<file path="src/rtl/nrz_byte_rx.sv">
module nrz_byte_rx #(
  parameter int OSR    = 16,
  parameter int DIV0   = 4,
  parameter int DIV1   = 6,
  parameter int DIV2   = 9,
  parameter int DIV3   = 13,
  parameter int DIV_W  = 8,
  parameter int BYTE_W = 8
) (
  input  logic              clk,
  input  logic              rst_n,
  input  logic              sleep,
  input  logic              slice_in,
  input  logic [1:0]        baud_sel,
  input  logic              rd_strobe,
  output logic [BYTE_W-1:0] rx_byte,
  output logic              byte_flag,
  output logic              ovr_flag
);
  localparam int PH_W = $clog2(OSR);
  localparam int BC_W = $clog2(BYTE_W);
  localparam logic [PH_W-1:0] PH_MID  = PH_W'(OSR/2 - 1);
  localparam logic [PH_W-1:0] PH_LAST = PH_W'(OSR - 1);
  localparam logic [BC_W-1:0] BC_LAST = BC_W'(BYTE_W - 1);

  logic [1:0]        sync;
  logic [DIV_W-1:0]  div_lim, dcnt;
  logic [3:0]        win;
  logic              filt, maj, tick, edge_t, sample, byte_done, locked;
  logic [PH_W-1:0]   phase;
  logic [BC_W-1:0]   bitcnt;
  logic [BYTE_W-1:0] shreg;

  always_ff @(posedge clk or negedge rst_n)
    if (!rst_n) sync <= '0;
    else        sync <= {sync[0], slice_in & ~sleep};

  always_comb
    case (baud_sel)
      2'd0:    div_lim = DIV_W'(DIV0);
      2'd1:    div_lim = DIV_W'(DIV1);
      2'd2:    div_lim = DIV_W'(DIV2);
      default: div_lim = DIV_W'(DIV3);
    endcase

  assign tick = (dcnt >= div_lim - 1'b1);

  always_ff @(posedge clk or negedge rst_n)
    if (!rst_n)    dcnt <= '0;
    else if (tick) dcnt <= '0;
    else           dcnt <= dcnt + 1'b1;

  always_comb maj = ($countones({win, sync[1]}) >= 3);

  assign edge_t    = tick && (maj != filt);
  assign sample    = tick && locked && !edge_t && (phase == PH_MID);
  assign byte_done = sample && (bitcnt == BC_LAST);

  always_ff @(posedge clk or negedge rst_n)
    if (!rst_n) begin
      win    <= '0;
      filt   <= 1'b0;
      phase  <= '0;
      locked <= 1'b0;
    end else begin
      if (tick) begin
        win   <= {win[2:0], sync[1]};
        filt  <= maj;
        phase <= (edge_t || phase == PH_LAST) ? '0 : phase + 1'b1;
      end
      if (sleep)       locked <= 1'b0;
      else if (edge_t) locked <= 1'b1;
    end

  always_ff @(posedge clk or negedge rst_n)
    if (!rst_n) begin
      shreg  <= '0;
      bitcnt <= '0;
    end else if (!locked || sleep) begin
      bitcnt <= '0;
    end else if (sample) begin
      shreg  <= {shreg[BYTE_W-2:0], filt};
      bitcnt <= (bitcnt == BC_LAST) ? '0 : bitcnt + 1'b1;
    end

  always_ff @(posedge clk or negedge rst_n)
    if (!rst_n) begin
      rx_byte   <= '0;
      byte_flag <= 1'b0;
      ovr_flag  <= 1'b0;
    end else if (byte_done) begin
      rx_byte   <= {shreg[BYTE_W-2:0], filt};
      byte_flag <= 1'b1;
      ovr_flag  <= rd_strobe ? 1'b0 : (ovr_flag | byte_flag);
    end else if (rd_strobe) begin
      byte_flag <= 1'b0;
      ovr_flag  <= 1'b0;
    end

  assert_ovr_has_byte_R6: assert property (@(posedge clk) disable iff (!rst_n)
    ovr_flag |-> byte_flag);
  assert_ovr_only_on_unread_R6: assert property (@(posedge clk) disable iff (!rst_n)
    $rose(ovr_flag) |-> $past(byte_flag) && !$past(rd_strobe));
  assert_byte_held_R5: assert property (@(posedge clk) disable iff (!rst_n)
    !byte_done |=> $stable(rx_byte));
  assert_flag_on_load_R5: assert property (@(posedge clk) disable iff (!rst_n)
    byte_done |=> byte_flag);
  assert_read_clears_R7: assert property (@(posedge clk) disable iff (!rst_n)
    (rd_strobe && !byte_done) |=> (!byte_flag && !ovr_flag));
  assert_read_same_cycle_R7: assert property (@(posedge clk) disable iff (!rst_n)
    (rd_strobe && byte_done) |=> (byte_flag && !ovr_flag));
  assert_sleep_no_byte_R8: assert property (@(posedge clk) disable iff (!rst_n)
    $past(sleep) |-> !byte_done);
  assert_sample_mid_R3: assert property (@(posedge clk) disable iff (!rst_n)
    edge_t |=> (phase == '0));
endmodule

</file>
<file path="config.mk">
export PLATFORM = sky130hd
export DESIGN_NAME = nrz_byte_rx
export DESIGN_NICKNAME = d
export VERILOG_FILES = /design/src/rtl/nrz_byte_rx.sv
export SDC_FILE = /design/constraint.sdc
export NUM_CORES = 1
export LEC_CHECK = 0
export BUFFER_PORTS_ARGS = -buffer_cell sky130_fd_sc_hd__clkbuf_2
export CAP_MARGIN = 0
export CORE_MARGIN = 10
export CORE_UTILIZATION = 30
export CTS_BUF_LIST = sky130_fd_sc_hd__clkbuf_16
export DETAILED_ROUTE_END_ITERATION = 16
export RECOVER_POWER = 25
export SLEW_MARGIN = 10
export SYNTH_ARGS = -nofsm -noshare
export SYNTH_HDL_FRONTEND = slang
export SYNTH_SLANG_ARGS = --single-unit
</file>
<file path="constraint.sdc">
create_clock -name clk -period 9.09 [get_ports clk]
set_input_delay 0 -clock clk [delete_from_list [all_inputs] [get_ports clk]]
set_output_delay 0 -clock clk [all_outputs]
set_load 0.02 [all_outputs]
</file>
Yosys cells after proc, flatten, opt, wreduce, memory -nomap -nowiden
Index checks and enable logic that the tools add are counted.
{"block": "totals", "register_bits": 40, "latchBits": 0, "mem_bits_rw": 0, "mem_bits_ro": 0, "inputBits": 7, "out_inout_bits": 10, "word_cells": 57, "n_memories": 0}
{"block": "classes", "add_sub_neg": 8, "n_mul": 0, "div": 0, "n_lt_le_gt_ge": 2, "eq_ne": 6, "n_shift": 0, "n_mux": 12, "bitwise_logic": 4, "reduce_logical": 14}
{"op": "case mux 4 bit (3 select lines)", "n": 1}
{"op": "2-to-1 mux 3 bit", "n": 3}
{"op": "adder 8 x 1 -> 8 bit (second input constant)", "n": 1}
{"op": ">= comparator 8 bit", "n": 1}
{"op": "2-to-1 mux 8 bit", "n": 1}
{"op": "subtractor 8 x 1 -> 8 bit (second input constant)", "n": 1}
{"op": "2-to-1 mux 1 bit", "n": 6}
{"op": "nonzero test 2 bit", "n": 3}
{"op": "logical AND 1 bit", "n": 5}
{"op": "adder 1 x 1 -> 2 bit", "n": 2}
{"op": "adder 3 x 1 -> 4 bit", "n": 1}
{"op": "adder 4 x 1 -> 4 bit (second input constant)", "n": 1}
{"op": "equality test 4 x 3 -> 1 bit (second input constant)", "n": 1}
{"op": "equality test 4 bit (second input constant)", "n": 1}
{"op": ">= comparator 4 x 2 -> 1 bit (second input constant)", "n": 1}
{"op": "2-to-1 mux 4 bit", "n": 1}
{"op": "adder 2 x 2 -> 3 bit", "n": 1}
{"op": "adder 3 x 1 -> 3 bit (second input constant)", "n": 1}
{"op": "equality test 3 bit (second input constant)", "n": 1}
{"op": "equality test 2 x 1 -> 1 bit (second input constant)", "n": 1}
{"op": "equality test 2 bit (second input constant)", "n": 1}
{"op": "zero test 1 bit", "n": 2}
{"op": "zero test 2 bit", "n": 1}
{"op": "logical OR 1 bit", "n": 2}
{"op": "other kinds (5)", "n": 6}

Logic depth before layout (Yosys ltp)
{"block": "logic_depth", "depth_word": 11, "depth_mapped": 10, "ltp_nobuf": 10}

Least setup slack after synthesis
OpenSTA, ideal clock, no wires.
{"block": "synth_timing", "kind": "register to register", "startpoint": "reg sync[1]", "endpoint": "reg rx_byte[0]", "setup_time_ns": 0.125, "arrival_time_ns": 2.809, "slack_ns": 6.156, "stages_incl_launch_ff": 11, "n_path_buf": 0, "synth_period_minus_slack_ns": 2.934, "path_cell_list": "dfrtp_1 -> fa_1 -> inv_1 -> fa_1 -> inv_1 -> ha_1 -> nor2b_4 -> or3_4 -> a32oi_4 -> nand3_4 -> mux2_2"}
{"block": "synth_via", "elab_chain_cells": 10}
{"element": "start: declaration", "line_no": "26", "text": "logic [1:0] sync;"}
{"element": "start signal: assignment", "line_no": "36", "text": "else sync <= {sync[0], slice_in & ~sleep};"}
{"element": "adder 1 x 1 -> 2 bit (implied by the code)", "line_no": "53", "text": "always_comb maj = ($countones({win, sync[1]}) >= 3);"}
{"element": "adder 2 x 2 -> 3 bit (implied by the code)", "line_no": "53"}
{"element": "adder 3 x 1 -> 4 bit (implied by the code)", "line_no": "53"}
{"element": ">= comparator 4 x 2 -> 1 bit", "line_no": "53"}
{"element": "!= test 1 bit", "line_no": "55", "text": "assign edge_t = tick && (maj != filt);"}
{"element": "logical AND 1 bit", "line_no": "55"}
{"element": "zero test 1 bit", "line_no": "56", "text": "assign sample = tick && locked && !edge_t && (phase == PH_MID);"}
{"element": "logical AND 1 bit (2 in a row)", "line_no": "56"}
{"element": "logical AND 1 bit", "line_no": "57", "text": "assign byte_done = sample && (bitcnt == BC_LAST);"}
{"element": "end signal: assignment", "line_no": "92", "text": "rx_byte <= {shreg[BYTE_W-2:0], filt};"}
{"element": "end: declaration", "line_no": "16", "text": "output logic [BYTE_W-1:0] rx_byte,"}
No other way between the ends.
A chain may end at the register's enable or synchronous reset.

Worst setup path after layout
{"block": "layout_timing", "startpoint": "reg sync[1]", "endpoint": "reg rx_byte[3]"}
Same word-level chain as after synthesis.

==> results.sh <==
export IMPL_p_per_area_nw_per_um2=212.0
export IMPL_synth_top_cell_area_share_pct=54.83
export IMPL_die_y_um=98.01
export IMPL_tns_ns=0
export IMPL_critical_path_top_delay_family="adder cells"
export IMPL_clk_latency_ns=0.28
export IMPL_yosysTopAreaCell="dfrtp_1"
export IMPL_syn_inst=148
export IMPL_cp_max_fo=10
export IMPL_synth_most_common_cell="dfrtp_1"
export IMPL_grt_pass1_wl_um=5526
export IMPL_power_share_switching_pct=25.18
export IMPL_clockRootBuffer="clkbuf_16"
export IMPL_cts_resized=0
export IMPL_synth_edf_count=0
export IMPL_critical_path_depth=10
export IMPL_grt_overflow_total=0
export IMPL_cts_setup_buffers=0
export IMPL_drtPass1Iterations=3
export IMPL_pwr_share_seq_pct=43.6
export IMPL_p_int_uw=349.8
export IMPL_ios=17
export IMPL_met1_usage_pct=8.842
export IMPL_finClkSkew_ns=0.003699
export IMPL_fillers=592
export IMPL_nets=194
export IMPL_setup_violations_final=0
export IMPL_timing_final_crit_share_pct=33.99
export IMPL_min_path_type="flop to flop"
export IMPL_start_kind="flop"
export IMPL_status="finished, violations left"
export IMPL_clk_pin_slew_ns=0.06
export IMPL_grt_usage_pct=6.984
export IMPL_finalHoldViolations=0
export IMPL_cp_slowest_cell="fa_1"
export IMPL_crit_required_ns=9.26
export IMPL_cts_buffer_depth=2
export IMPL_ant_nets=0
export IMPL_criticalPathCategory="flop to flop"
export IMPL_power_share_combinational_pct=13.1
export IMPL_syn2layout_area_growth_pct=20.77
export IMPL_slowest_delay_ns=0.54
export IMPL_cts_tree="built"
export IMPL_antenna_diode_count=0
export IMPL_ys_async_sr_fraction_pct=100.0
export IMPL_whs_path_depth=0
export IMPL_cts_sinks=40
export IMPL_cap_violations=1
export IMPL_place_area_um2=1998
export IMPL_grt_use_met2_pct=10.10
export IMPL_drive_above_1_share_pct=20.34
export IMPL_row_count=28
export IMPL_grt_pass1_vias=1165
export IMPL_rsz0062_at_grt="no"
export IMPL_ir_drop_mv=0.08538
export IMPL_slew_headroom_pct=-39.47
export IMPL_fmax_ghz=0.3237
export IMPL_design_core_area_um2=5921
export IMPL_critPathCaptureType="flop"
export IMPL_regArea_um2=1001
export IMPL_synth_ff_type="dfrtp_1"
export IMPL_crit_buf_inv=2
export IMPL_synth_seq_cells=40
export IMPL_dieArea_um2=9605
export IMPL_detailedPlace_worstSlack_ns=5.979
export IMPL_cts_made_buffers=5
export IMPL_via_per_inst=4.468
export IMPL_stdcell_area_um2=2205
export IMPL_worstPathCellList="fa_1 > inv_1 > fa_1 > inv_1 > ha_1 > nor2b_4 > or3_4 > a32oi_4 > nand3_4 > mux2_2"
export IMPL_fp_dieW_um=98.01
export IMPL_hpwlAfterDp_um=2146
export IMPL_synth_area_top_cells="dfrtp_1, mux2_2, ha_1"
export IMPL_switchingPower_uw=117.7
export IMPL_antenna_found_initial=0
export IMPL_power_total_uw=467.5
export IMPL_p_clk_share_pct=43.3
export IMPL_synth_top_cells_by_count="dfrtp_1, mux2_2, nand2_1"
export IMPL_ys_seq_area_share_pct=54.83
export IMPL_ys_warnings_count=0
export IMPL_final_core_util_pct=37.24
export IMPL_synth_area_um2=1826
export IMPL_min_period_ns=3.090
export IMPL_wl_per_cell_um=12.28
export IMPL_h_tree_depth=2
export IMPL_slew_viol_final=41
export IMPL_leakagePower_nw=1.056
export IMPL_vias=1126
export IMPL_worst_slack_ns=6.000
export IMPL_place_congestion=0.6961
export IMPL_grt_use_met3_pct=2.960
export IMPL_worst_hold_slack_ns=0.3527
export IMPL_hold_buffers=5
export IMPL_portBuffers=16
export IMPL_syn_area_per_cell_um2=12.33
export IMPL_first_iter_violations=32
export IMPL_worstMarginPinSlew_ns=2.092
export IMPL_yosys_cell_types_count=36
export IMPL_multi_input_area_um2=789.5
export IMPL_grt_max_degree=41
export IMPL_stdcell_count=252
export IMPL_top_usage_layer="met2"
export IMPL_drc=0
export IMPL_rr_worst_depth=10
export IMPL_wl_um=3095
export IMPL_start_util_pct=30.83
export IMPL_violations="max-capacitance violations, max-slew violations"
export IMPL_arrival_ns=3.26
export IMPL_dp_cells=239
==> worst paths after layout <==
path                          from    endpoint  slack (ns)
hold reg to reg            sync[0]     sync[1]        0.35
max in group asynchronous    rst_n  rx_byte[2]        7.03
setup reg to reg           sync[1]  rx_byte[3]        6.00
hold / removal             sync[0]     sync[1]        0.35
setup / recovery           sync[1]  rx_byte[3]        6.00
min in group asynchronous    rst_n     dcnt[3]        0.86
==> layout by cell type, fill, tap and decap left out, types with 3 or more instances in the layout <==
cell type | synthesis | layout
nor2b_1 | 3 | 3
dlygate4sd3_1 | 0 | 5
clkbuf_16 | 0 | 5
conb_1 | 1 | 3
clkbuf_2 | 0 | 4
nand3_1 | 4 | 4
nor2_1 | 8 | 8
nand2_1 | 14 | 14
o21ai_0 | 9 | 9
ha_1 | 9 | 9
dfrtp_1 | 40 | 40
mux2_2 | 15 | 15
clkbuf_1 | 1 | 12
inv_1 | 9 | 9
a21oi_1 | 5 | 5
==> per-layer routing <==
layer | vias up | routed length (µm)
li1 | 566 | -
met1 | 539 | 1491
met2 | 15 | 1399
met3 | 6 | 146
met4 | 0 | 57
met5 | - | 0
==> power by group through the flow <==
stage	combinational (mW)	sequential (mW)	clock, mW
after global routing	0.0702	0.206	0.214
after CTS	0.0625	0.204	0.208
after floorplan	0.0476	0.203	0
final	0.0613	0.204	0.202
after detailed placement	0.0606	0.207	0
after global placement	0.0591	0.207	0
==> worst reg2reg max path, delay by kind of cell (launching register included) <==
| kind | cells | cell delay [ns] |
|---|---|---|
| compound gates | 1 | 0.35 |
| fa+ha+maj | 3 | 1.11 |
| buf+inv | 2 | 0.11 |
| flops | 1 | 0.40 |
| mux | 1 | 0.32 |
| simple gates | 3 | 0.70 |
==> final cells by class <==
class	count	area share (%)
inverter	9	1.532
clock inverter	3	2.100
multi-input combinational	99	35.81
sequential	40	45.40
clock buffer	5	5.675
tap	75	4.257
timing repair buffer	21	5.221
==> logic make-up after synthesis <==
kind of cell    after synthesis  share of synthesized area, %
flops                        40                         54.83
xor+xnor                      3                         1.440
compound gates               19                         7.197
simple gates                 46                         15.29
mux                          17                         10.35
fa+ha+maj                    11                         8.362
other cells                   1                        0.2054
buf+inv                      11                         2.330
==> flip-flops by register name, summed over array words and instances, names as in the netlist <==
register / flops
locked: 1
win: 4
bitcnt: 3
byte_flag: 1
filt: 1
shreg: 7
phase: 4
rx_byte: 8
dcnt: 8
sync: 2
ovr_flag: 1
Power figures use the tool's default switching activity.
